$ cat src/rtl/gpio_pull_port_pkg.sv
package gpio_pull_port_pkg;

  typedef enum logic [1:0] {
    SEL_DIR  = 2'd0,
    SEL_LAT  = 2'd1,
    SEL_PIN  = 2'd2,
    SEL_PULL = 2'd3
  } regSel_e;

  typedef struct packed {
    logic    wrDir;
    logic    wrLat;
    logic    wrPull;
    regSel_e rdSel;
  } ctrlStrobe_t;

endpackage

$ cat src/rtl/gpio_pull_ctrl.sv
module gpio_pull_ctrl
  import gpio_pull_port_pkg::*;
(
  input  logic        manualReset,
  input  logic        swStandby,
  input  logic [1:0]  busAddr,
  input  logic        busWrite,
  output ctrlStrobe_t strobe
);

  logic    holdRegs;
  logic    wrOk;
  regSel_e sel;

  always_comb begin
    holdRegs = manualReset | swStandby;
    wrOk     = busWrite & ~holdRegs;
    sel      = regSel_e'(busAddr);
    strobe.rdSel  = sel;
    strobe.wrDir  = wrOk && (sel == SEL_DIR);
    strobe.wrLat  = wrOk && (sel == SEL_LAT);
    strobe.wrPull = wrOk && (sel == SEL_PULL);
  end

endmodule

$ cat src/rtl/gpio_pull_dp.sv
module gpio_pull_dp
  import gpio_pull_port_pkg::*;
#(
  parameter int WIDTH            = 8,
  parameter int MODE_W           = 3,
  parameter int SINGLE_CHIP_MODE = 7
) (
  input  logic              clk,
  input  logic              asyncClr,
  input  ctrlStrobe_t       strobe,
  input  logic [WIDTH-1:0]  busWdata,
  input  logic [WIDTH-1:0]  padIn,
  input  logic [MODE_W-1:0] opMode,
  output logic [WIDTH-1:0]  busRdata,
  output logic [WIDTH-1:0]  padOut,
  output logic [WIDTH-1:0]  padOe,
  output logic [WIDTH-1:0]  pullEn
);

  localparam logic [MODE_W-1:0] PULL_MODE = MODE_W'(SINGLE_CHIP_MODE);

  logic [WIDTH-1:0] dirReg;
  logic [WIDTH-1:0] latReg;
  logic [WIDTH-1:0] pullReg;
  logic [WIDTH-1:0] syncA;
  logic [WIDTH-1:0] syncB;
  logic [WIDTH-1:0] pinView;
  logic             pullModeOk;

  always_ff @(posedge clk or posedge asyncClr) begin
    if (asyncClr) begin
      dirReg  <= '0;
      latReg  <= '0;
      pullReg <= '0;
    end else begin
      if (strobe.wrDir)  dirReg  <= busWdata;
      if (strobe.wrLat)  latReg  <= busWdata;
      if (strobe.wrPull) pullReg <= busWdata;
    end
  end

  always_ff @(posedge clk or posedge asyncClr) begin
    if (asyncClr) begin
      syncA <= '0;
      syncB <= '0;
    end else begin
      syncA <= padIn;
      syncB <= syncA;
    end
  end

  assign pullModeOk = (opMode == PULL_MODE);

  for (genvar b = 0; b < WIDTH; b++) begin : g_bit
    assign pinView[b] = dirReg[b] ? latReg[b] : syncB[b];
    assign pullEn[b]  = pullModeOk & ~dirReg[b] & pullReg[b];
  end

  always_comb begin
    unique case (strobe.rdSel)
      SEL_DIR:  busRdata = dirReg;
      SEL_LAT:  busRdata = latReg;
      SEL_PIN:  busRdata = pinView;
      SEL_PULL: busRdata = pullReg;
      default:  busRdata = '0;
    endcase
  end

  assign padOut = latReg;
  assign padOe  = dirReg;

endmodule

$ cat src/rtl/gpio_pull_port.sv
module gpio_pull_port
  import gpio_pull_port_pkg::*;
#(
  parameter int WIDTH            = 8,
  parameter int MODE_W           = 3,
  parameter int SINGLE_CHIP_MODE = 7
) (
  input  logic              clk,
  input  logic              porReset,
  input  logic              hwStandby,
  input  logic              manualReset,
  input  logic              swStandby,
  input  logic [MODE_W-1:0] opMode,
  input  logic [1:0]        busAddr,
  input  logic              busWrite,
  input  logic [WIDTH-1:0]  busWdata,
  output logic [WIDTH-1:0]  busRdata,
  input  logic [WIDTH-1:0]  padIn,
  output logic [WIDTH-1:0]  padOut,
  output logic [WIDTH-1:0]  padOe,
  output logic [WIDTH-1:0]  pullEn
);

  ctrlStrobe_t strobe;
  logic        asyncClr;

  assign asyncClr = porReset | hwStandby;

  gpio_pull_ctrl u_ctrl (
    .manualReset (manualReset),
    .swStandby   (swStandby),
    .busAddr     (busAddr),
    .busWrite    (busWrite),
    .strobe      (strobe)
  );

  gpio_pull_dp #(
    .WIDTH            (WIDTH),
    .MODE_W           (MODE_W),
    .SINGLE_CHIP_MODE (SINGLE_CHIP_MODE)
  ) u_dp (
    .clk      (clk),
    .asyncClr (asyncClr),
    .strobe   (strobe),
    .busWdata (busWdata),
    .padIn    (padIn),
    .opMode   (opMode),
    .busRdata (busRdata),
    .padOut   (padOut),
    .padOe    (padOe),
    .pullEn   (pullEn)
  );

endmodule

$ cat config.mk
export PLATFORM = sky130hd
export DESIGN_NAME = gpio_pull_port
export DESIGN_NICKNAME = d
export VERILOG_FILES = /design/src/rtl/gpio_pull_port_pkg.sv /design/src/rtl/gpio_pull_ctrl.sv /design/src/rtl/gpio_pull_dp.sv /design/src/rtl/gpio_pull_port.sv
export SDC_FILE = /design/constraint.sdc
export NUM_CORES = 1
export LEC_CHECK = 0
export BUFFER_PORTS_ARGS = -buffer_cell sky130_fd_sc_hd__buf_2
export CORE_UTILIZATION = 45
export CTS_BUF_LIST = sky130_fd_sc_hd__clkbuf_16
export DETAILED_ROUTE_END_ITERATION = 8
export GPL_ROUTABILITY_DRIVEN = 0
export GPL_TIMING_DRIVEN = 0
export PLACE_DENSITY_LB_ADDON = 0.15
export SETUP_SLACK_MARGIN = 0.05
export SKIP_LAST_GASP = 1
export SYNTH_ARGS = -nofsm -noshare
export SYNTH_HDL_FRONTEND = slang
export SYNTH_SLANG_ARGS = --single-unit
$ cat constraint.sdc
create_clock -name clk -period 3.01 [get_ports clk]
set_clock_uncertainty 0.15 [all_clocks]
set_input_delay 0.1505 -clock clk [delete_from_list [all_inputs] [get_ports clk]]
set_output_delay 0.1505 -clock clk [all_outputs]
set_load 0.01 [all_outputs]
==> reports/results.tsv, run 1 <==
metric	value	unit
initial DRC count	49	
area leader, netlist	dfrtp_1	
Via Count	1337	
final WL	3955	um
end-of-flow core utilization	0.6990	
final hold slack	0.1959	ns
Max VDD drop	607.0	uV
Setup-failing EPs final	0	
CP Buf/Inv Count	3	
Hold Crit Class	flop to flop	
post-synthesis mux area share	0.1738	
kind of critical path	input pin to async pin	
per-cell routed wire length	15.33	um
Post-Syn Instances	127	
Simple-Gate Fraction of Synth Area	0.08390	
global route overflow	0	
Antenna Cells	0	
Max Slew Vio Count	0	
Worst R2R Start	u_dp.padOe[4]	
launch point of the worst path	hwStandby	
top cells by area, synth	dfrtp_1, mux2_2, a21oi_1, a211oi_1, o21a_1	
largest family of logic cells by synthesized area	multiplexers	
Max Fclk	499.2	MHz
Startpoint Class	input pin	
clock root buffer	clkbuf_16	
all-layer global routing usage	0.2257	
clock buffer depth	2	
measured slew at the worst slew-check pin	0.8905	ns
ANT nets after route	0	
final hold violation count	0	
area share of the largest cell type after synthesis	0.5993	
part of the cycle the worst path needs	0.6655	
register area share after synthesis	0.5993	
total of max-cap violations	0	
worst r2r path cells	1	
Max H-tree Level	2	
CTS clk-pin slew, worst paths	0.06	ns
worst-path fanout max	20	
Max stage delay cell, worst path	dlygate4sd3_1	
max incr delay on CP	1.16	ns
worst hold stages	0	
die width	62.93	um
setup slack, reg-to-reg	2.01	ns
Critical Path Most Common Cell	dlygate4sd3_1	
TritonCTS Buffers	5	
DR vias/cell	5.182	
Initial Util	0.4853	
layout cells sized above 1	0.4717	
Critical Path RT	3.15	ns
P per Cell Area	674.6	nW/um2
Pleak	0.001178	uW
DPL Wire Length	2594	um
Area growth syn-to-layout	44.05	%
first-pass GRT wire length	6672	um
outcome	complete, no violations	
number of synthesized register bits	40	
Synth Area per Inst	13.15	um2
complex-gate fraction of the synthesized area	0.1154	
IO buf count	57	
nets	238	
setup slack after layout	1.007	ns
CP endpoint kind	async pin	
die footprint	3960	um2
maximum number of pins on one net before global-route repair	21	
R2R Path End	u_dp.padOe[4]	
commonest non-fill, non-tap cell in the layout	buf_2	
Critical Path, Cell by Cell	dlygate4sd3_1, buf_2, nor2_4, dlygate4sd3_1	
most frequent cells in the layout	buf_2, dfrtp_1, mux2_2	
1st-pass router iterations	4	
CP top delay family	buffers and inverters	
number of DRC violations after detailed routing	0	
CTS sink count	40	
RSZ-0062 raised after global routing	no	
CTS tree	yes	
Worst-Skew Late Latency	0.28	ns
vias in the first global route	1420	
Post-Syn Area	1670	um2
Die Y-Extent	62.93	um
initial antenna violation count	0	
worst hold endpoint	u_dp.syncB[1]	
Ys Warns	0	
# Post-CTS Setup Buffers	0	
Mapped Nets	154	
pre-CTS worst setup slack	1.394	ns
io pins	59	
setup TNS	0	ns
Slew headroom	0.4044	
WP data arrival	2.14	ns
total core area	3442	um2
synth unique cells	24	
Hold Startpoint	u_dp.syncA[1]	
Final Critical Period	2.003	ns
FP Rows	21	
XOR/XNOR Fraction of Synth Area	0	
post-synthesis adder-cell area fraction	0	
## power by group
group	internal, uW	switching, uW
combinational	180	158
sequential	624	69.7
clock	389	202
## through the flow
step | std cells | total power, uW | area [um2]
floorplan | 127 | 880.2 | 1670
global placement | 230 | 996.6 | 2013
detailed placement | 231 | 1021 | 2048
CTS | 258 | 1638 | 2406
global route | 258 | 1704 | 2406
finish | 258 | 1623 | 2406
## state kept, by name, indices dropped and copies added, names as in the netlist
register      flops
u_dp.syncB        8
u_dp.padOut       8
u_dp.pullReg      8
u_dp.padOe        8
u_dp.syncA        8
## synth_stat cells, drive strengths merged
master  count
nor2        2
nand3b      2
a211oi      5
a31oi       5
o21ai       1
o21a        5
inv         6
nor3        5
a311oi      1
a21o        3
a21oi      10
nor3b       4
dfrtp      40
nand2       3
buf         5
nand3       2
nor2b       2
mux2       24
mux2i       2
## layout make-up
cell class / instances / area, um2
buffer: 5 / 23.77
clock buffer: 5 / 125.1
timing repair buffer: 77 / 503.0
fill: 263 / 1036
tap: 46 / 57.56
sequential: 40 / 1001
clock inverter: 3 / 42.54
multi-input combinational: 76 / 630.6
inverter: 6 / 22.52
## repair_timing
item	CTS	global route
hold buffers	19	0
endpoints found under the hold margin	48	0
gates resized for setup	0	0
## layer usage
layer  global-route usage  vias up  part of all wire
met3              0.05657        9             0.052
met4              0.08721        0             0.016
met2               0.3898       48              0.54
li1                     -      630                 -
met1               0.2671      650              0.40
met5                    0        -                 0
## worst max path at each step
stage / slack (ns) / cells after the start / endpoint
floorplan: 0.47 / 1 / u_dp.padOe[0]
detailed placement: 1.39 / 6 / busRdata[0]
CTS: 0.96 / 4 / u_dp.padOe[1]
global placement: -0.32 / 2 / u_dp.padOut[2]
global route: 0.81 / 4 / u_dp.pullReg[2]
finish: 1.01 / 4 / u_dp.padOe[1]
## kinds of logic (layout without fill, tap and decap cells)
family,Yosys count,after routing
flip-flops,40,40
AO/OA/AOI/OAI,30,30
multiplexers,26,26
AND/OR/NAND/NOR,20,20
buffers and inverters,11,96
Note: power is estimated with default switching activity, not from simulation.
==> run 2, diff against run 1 <==
--- a/config.mk
+++ b/config.mk
@@ -6,7 +6,7 @@
 export NUM_CORES = 1
 export LEC_CHECK = 0
 export BUFFER_PORTS_ARGS = -buffer_cell sky130_fd_sc_hd__buf_2
-export CORE_UTILIZATION = 45
+export CORE_UTILIZATION = 44
 export CTS_BUF_LIST = sky130_fd_sc_hd__clkbuf_16
 export DETAILED_ROUTE_END_ITERATION = 8
 export GPL_ROUTABILITY_DRIVEN = 0
==> constraint.sdc (replaced) <==
create_clock -name clk -period 1.6 [get_ports clk]
set_clock_uncertainty 0.15 [all_clocks]
set_input_delay 0.08 -clock clk [delete_from_list [all_inputs] [get_ports clk]]
set_output_delay 0.08 -clock clk [all_outputs]
set_load 0.01 [all_outputs]
==> reports/results.tsv, run 2 (synthesis results as in run 1) <==
metric	value	unit
outcome	complete, no violations	
Initial Util	0.4563	
CTS sink count	40	
measured slew at the worst slew-check pin	0.4415	ns
DPL Wire Length	2554	um
Antenna Cells	0	
non-filler cells, final	259	
placed inst area	2043	um2
initial antenna violation count	0	
total of max-cap violations	0	
Area growth syn-to-layout	42.25	%
Setup-failing EPs final	0	
Slew headroom	0.7048	
initial DRC count	33	
per-cell routed wire length	15.04	um
Critical Path RT	1.37	ns
WP data arrival	1.27	ns
Final Critical Period	1.501	ns
nets	237	
placed insts	233	
kind of critical path	flop to primary output	
layout cells sized above 1	0.4787	
total core area	3661	um2
setup slack after layout	0.09905	ns
ANT nets after route	0	
FP Rows	22	
worst-path fanout max	4	
TritonCTS Buffers	5	
die width	63.62	um
Startpoint Class	flop	
Pleak	0.001169	uW
Max VDD drop	799.3	uV
global route overflow	0	
part of the cycle the worst path needs	0.9381	
CP endpoint kind	primary output	
Max Fclk	666.2	MHz
DR vias/cell	5.100	
worst hold stages	0	
clock root buffer	clkbuf_16	
Worst-Skew Late Latency	0.27	ns
final hold violation count	0	
worst r2r path cells	1	
Die Y-Extent	63.62	um
final WL	3895	um
P per Cell Area	1199	nW/um2
Max H-tree Level	2	
first-pass GRT wire length	6306	um
commonest non-fill, non-tap cell in the layout	buf_2	
RSZ-0062 raised after global routing	yes	
Hold Crit Class	flop to flop	
IO buf count	57	
Design Power	2850	uW
clock buffer depth	2	
pre-CTS worst setup slack	0.08016	ns
setup TNS	0	ns
Via Count	1321	
io pins	59	
maximum number of pins on one net before global-route repair	29	
CTS tree	yes	
Final Cell Area	2376	um2
all-layer global routing usage	0.2114	
vias in the first global route	1292	
number of DRC violations after detailed routing	0	
die footprint	4047	um2
Max Slew Vio Count	0	
CTS clk-pin slew, worst paths	0.05	ns
most frequent cells in the layout	buf_2, dfrtp_1, mux2_2	
1st-pass router iterations	4	
[run 2: changes by cell type in the layout (fill, tap and decap cells not counted), sizes merged]
cell         previous run  this run
inv                     6         8
buf                    63        62
bufinv                  1         0
clkinvlp                1         0
dlygate4sd3            19        18
clkbuf                  5         6
[run 2: worst max-delay path, cell delays in order, from the launching register on]
cell and delay, ns:
dfrtp_1 0.39, nand3b_1 0.17, a21oi_1 0.20, a21oi_1 0.07, buf_2 0.15
[run 2: layer usage]
metal / share of wire / vias to the layer above / track usage
li1: - / 627 / -
met4: 0.014 / 0 / 0.08523
met1: 0.46 / 642 / 0.2781
met5: 0 / - / 0
met3: 0.049 / 5 / 0.05254
met2: 0.48 / 47 / 0.3324
[run 2: per-stage QoR]
stage          utilization  hold WS (ns)
6_report            0.6490        0.1958
5_1_grt             0.6490        0.2058
3_3_place_gp        0.5513       0.03764
2_1_floorplan            -      -0.03857
4_1_cts             0.6446        0.1960
3_5_place_dp        0.5581      -0.02567
[run 2: cell type report]
class / count / area, um2
inverters: 6 / 22.52
multi-input cells: 76 / 645.6
flip-flops and latches: 40 / 1001
clock buffers: 5 / 125.1
repair buffers: 76 / 485.5
plain buffers: 5 / 25.02
fillers: 299 / 1285
clock inverters: 3 / 11.26
well taps: 48 / 60.06
[run 2: timing repair]
action,4_1_cts,5_1_grt
gates resized for setup,0,4
setup endpoints to repair,0,7
endpoints found under the hold margin,44,0
setup buffers,0,0
hold buffers,18,0
[run 2: final timing paths]
check                               start             to  slack, ns
max                        u_dp.padOut[5]    busRdata[5]        0.1
min                         u_dp.syncA[7]  u_dp.syncB[7]       0.20
max reg2reg                 u_dp.padOe[2]  u_dp.padOe[2]       0.63
min reg2reg                 u_dp.syncA[7]  u_dp.syncB[7]       0.20
max in group asynchronous       hwStandby  u_dp.padOe[1]       0.59
min in group asynchronous        porReset  u_dp.syncA[7]       0.23
[run 2: power by group]
group          internal, uW  switching, uW
Combinational           339            296
Clock                   559            347
Sequential             1180            132
==> run 3, diff against run 2 <==
--- a/config.mk
+++ b/config.mk
@@ -6,12 +6,13 @@
 export NUM_CORES = 1
 export LEC_CHECK = 0
 export BUFFER_PORTS_ARGS = -buffer_cell sky130_fd_sc_hd__buf_2
-export CORE_UTILIZATION = 44
+export CORE_UTILIZATION = 45
 export CTS_BUF_LIST = sky130_fd_sc_hd__clkbuf_16
 export DETAILED_ROUTE_END_ITERATION = 8
 export GPL_ROUTABILITY_DRIVEN = 0
 export GPL_TIMING_DRIVEN = 0
 export PLACE_DENSITY_LB_ADDON = 0.15
+export RECOVER_POWER = 100
 export SETUP_SLACK_MARGIN = 0.05
 export SKIP_LAST_GASP = 1
 export SYNTH_ARGS = -nofsm -noshare
==> constraint.sdc (replaced) <==
create_clock -name clk -period 1.65 [get_ports clk]
set_clock_uncertainty 0.15 [all_clocks]
set_input_delay 0.0825 -clock clk [delete_from_list [all_inputs] [get_ports clk]]
set_output_delay 0.0825 -clock clk [all_outputs]
set_load 0.01 [all_outputs]
==> reports/results.tsv, run 3 (synthesis results as in run 1) <==
metric	value	unit
1st-pass router iterations	4	
kind of critical path	flop to primary output	
most frequent cells in the layout	dfrtp_1, clkbuf_1, buf_2	
part of the cycle the worst path needs	0.9056	
maximum number of pins on one net before global-route repair	27	
vias in the first global route	1376	
Via Count	1308	
max incr delay on CP	0.40	ns
IO buf count	57	
io pins	59	
worst-path fanout max	5	
DPL Wire Length	2653	um
Area growth syn-to-layout	39.63	%
TritonCTS Buffers	5	
Filler cells	289	
initial DRC count	53	
NetSw	780.8	uW
clock share of power	0.369	
Slew headroom	0.4455	
Die Y-Extent	62.93	um
non-filler cells, final	257	
Final Critical Period	1.494	ns
final hold violation count	0	
Max Slew Vio Count	0	
CTS tree	yes	
sw frac	0.2675	
total core area	3442	um2
initial antenna violation count	0	
Max stage delay cell, worst path	dfrtp_1	
Setup-failing EPs final	0	
global route overflow	0	
per-cell routed wire length	15.67	um
Worst-Skew Late Latency	0.28	ns
nets	237	
final hold slack	0.1979	ns
multi-input logic area	604.3	um2
Max Fclk	669.3	MHz
Critical Path, Cell by Cell	a21oi_1, a311oi_1, a21o_1, clkbuf_1	
Antenna Cells	0	
Hold Startpoint	u_dp.syncA[5]	
P per Cell Area	1251	nW/um2
RSZ-0062 raised after global routing	no	
CTS sink count	40	
Max VDD drop	799.6	uV
all-layer global routing usage	0.2253	
Comb power frac	0.197	
FP Rows	21	
CP endpoint kind	primary output	
setup TNS	0	ns
Max H-tree Level	2	
Critical Path RT	1.42	ns
Seq pwr share	0.434	
measured slew at the worst slew-check pin	0.8309	ns
DR vias/cell	5.089	
layout cells sized above 1	0.3128	
total of max-cap violations	0	
Worst R2R Start	u_dp.padOe[4]	
# Post-CTS Setup Buffers	0	
placed insts	231	
die width	62.93	um
clock root buffer	clkbuf_16	
launch point of the worst path	u_dp.padOe[7]	
Internal Power	2138	uW
Seq. cell area	1001	um2
first-pass GRT wire length	6582	um
WP data arrival	1.26	ns
Startpoint Class	flop	
ANT nets after route	0	
Hold Crit Class	flop to flop	
Initial Util	0.4853	
commonest non-fill, non-tap cell in the layout	dfrtp_1	
CTS clk-pin slew, worst paths	0.06	ns
number of DRC violations after detailed routing	0	
Pleak	0.001063	uW
die footprint	3960	um2
final WL	4027	um
outcome	complete, no violations	
clock buffer depth	2	
run 3: worst paths after layout:
kind	end	slack [ns]	cells past startpoint
hold reg to reg	u_dp.syncB[5]	0.20	0
max in group asynchronous	u_dp.padOe[2]	0.33	4
min in group asynchronous	u_dp.padOut[6]	0.39	3
hold / removal	u_dp.syncB[5]	0.20	0
setup reg to reg	u_dp.padOe[4]	0.64	1
setup / recovery	busRdata[7]	0.16	4
run 3: repair_timing:
| action | CTS | global route |
|---|---|---|
| setup endpoints to repair | 0 | 1 |
| hold buffers | 18 | 0 |
| gates resized for setup | 0 | 1 |
| endpoints found under the hold margin | 46 | 0 |
run 3: worst max-delay path, delay by kind of cell (launching register included):
| kind | cells | cell delay, ns |
|---|---|---|
| AOI/OAI and AO/OA | 3 | 0.44 |
| buffers and inverters | 1 | 0.15 |
| DFF | 1 | 0.40 |
run 3: cell type report:
| type | count | area share |
|---|---|---|
| repair buffers | 76 | 0.1947 |
| plain buffers | 5 | 0.01073 |
| clock inverters | 3 | 0.01824 |
| flip-flops and latches | 40 | 0.4292 |
| inverters | 6 | 0.009657 |
| clock buffers | 5 | 0.05365 |
| well taps | 46 | 0.02468 |
| multi-input cells | 76 | 0.2591 |
run 3: power by group through the flow:
stage | logic [uW] | registers (uW) | clock network [uW]
floorplan | 308 | 1300 | 0
CTS | 621 | 1260 | 1090
finish | 574 | 1270 | 1080
detailed placement | 583 | 1280 | 0
global route | 626 | 1290 | 1140
global placement | 555 | 1260 | 0
run 3: routing by layer:
metal / share of wire / track usage / up-vias / wire [um]
li1: - / - / 620 / -
met1: 0.40 / 0.2591 / 628 / 1626
met2: 0.52 / 0.4032 / 55 / 2089
met3: 0.065 / 0.06204 / 5 / 261
met4: 0.012 / 0.06686 / 0 / 50
met5: 0 / 0 / - / 0
run 3: metrics by stage:
step	worst slack, ns	instance area (um2)	util	total power (uW)
floorplan	0.1214	1673	-	1606
global placement	-0.4511	2016	0.5856	1818
detailed placement	0.1530	2048	0.5951	1864
CTS	0.1481	2396	0.6961	2976
global route	0.06720	2332	0.6776	3055
finish	0.1558	2332	0.6776	2919
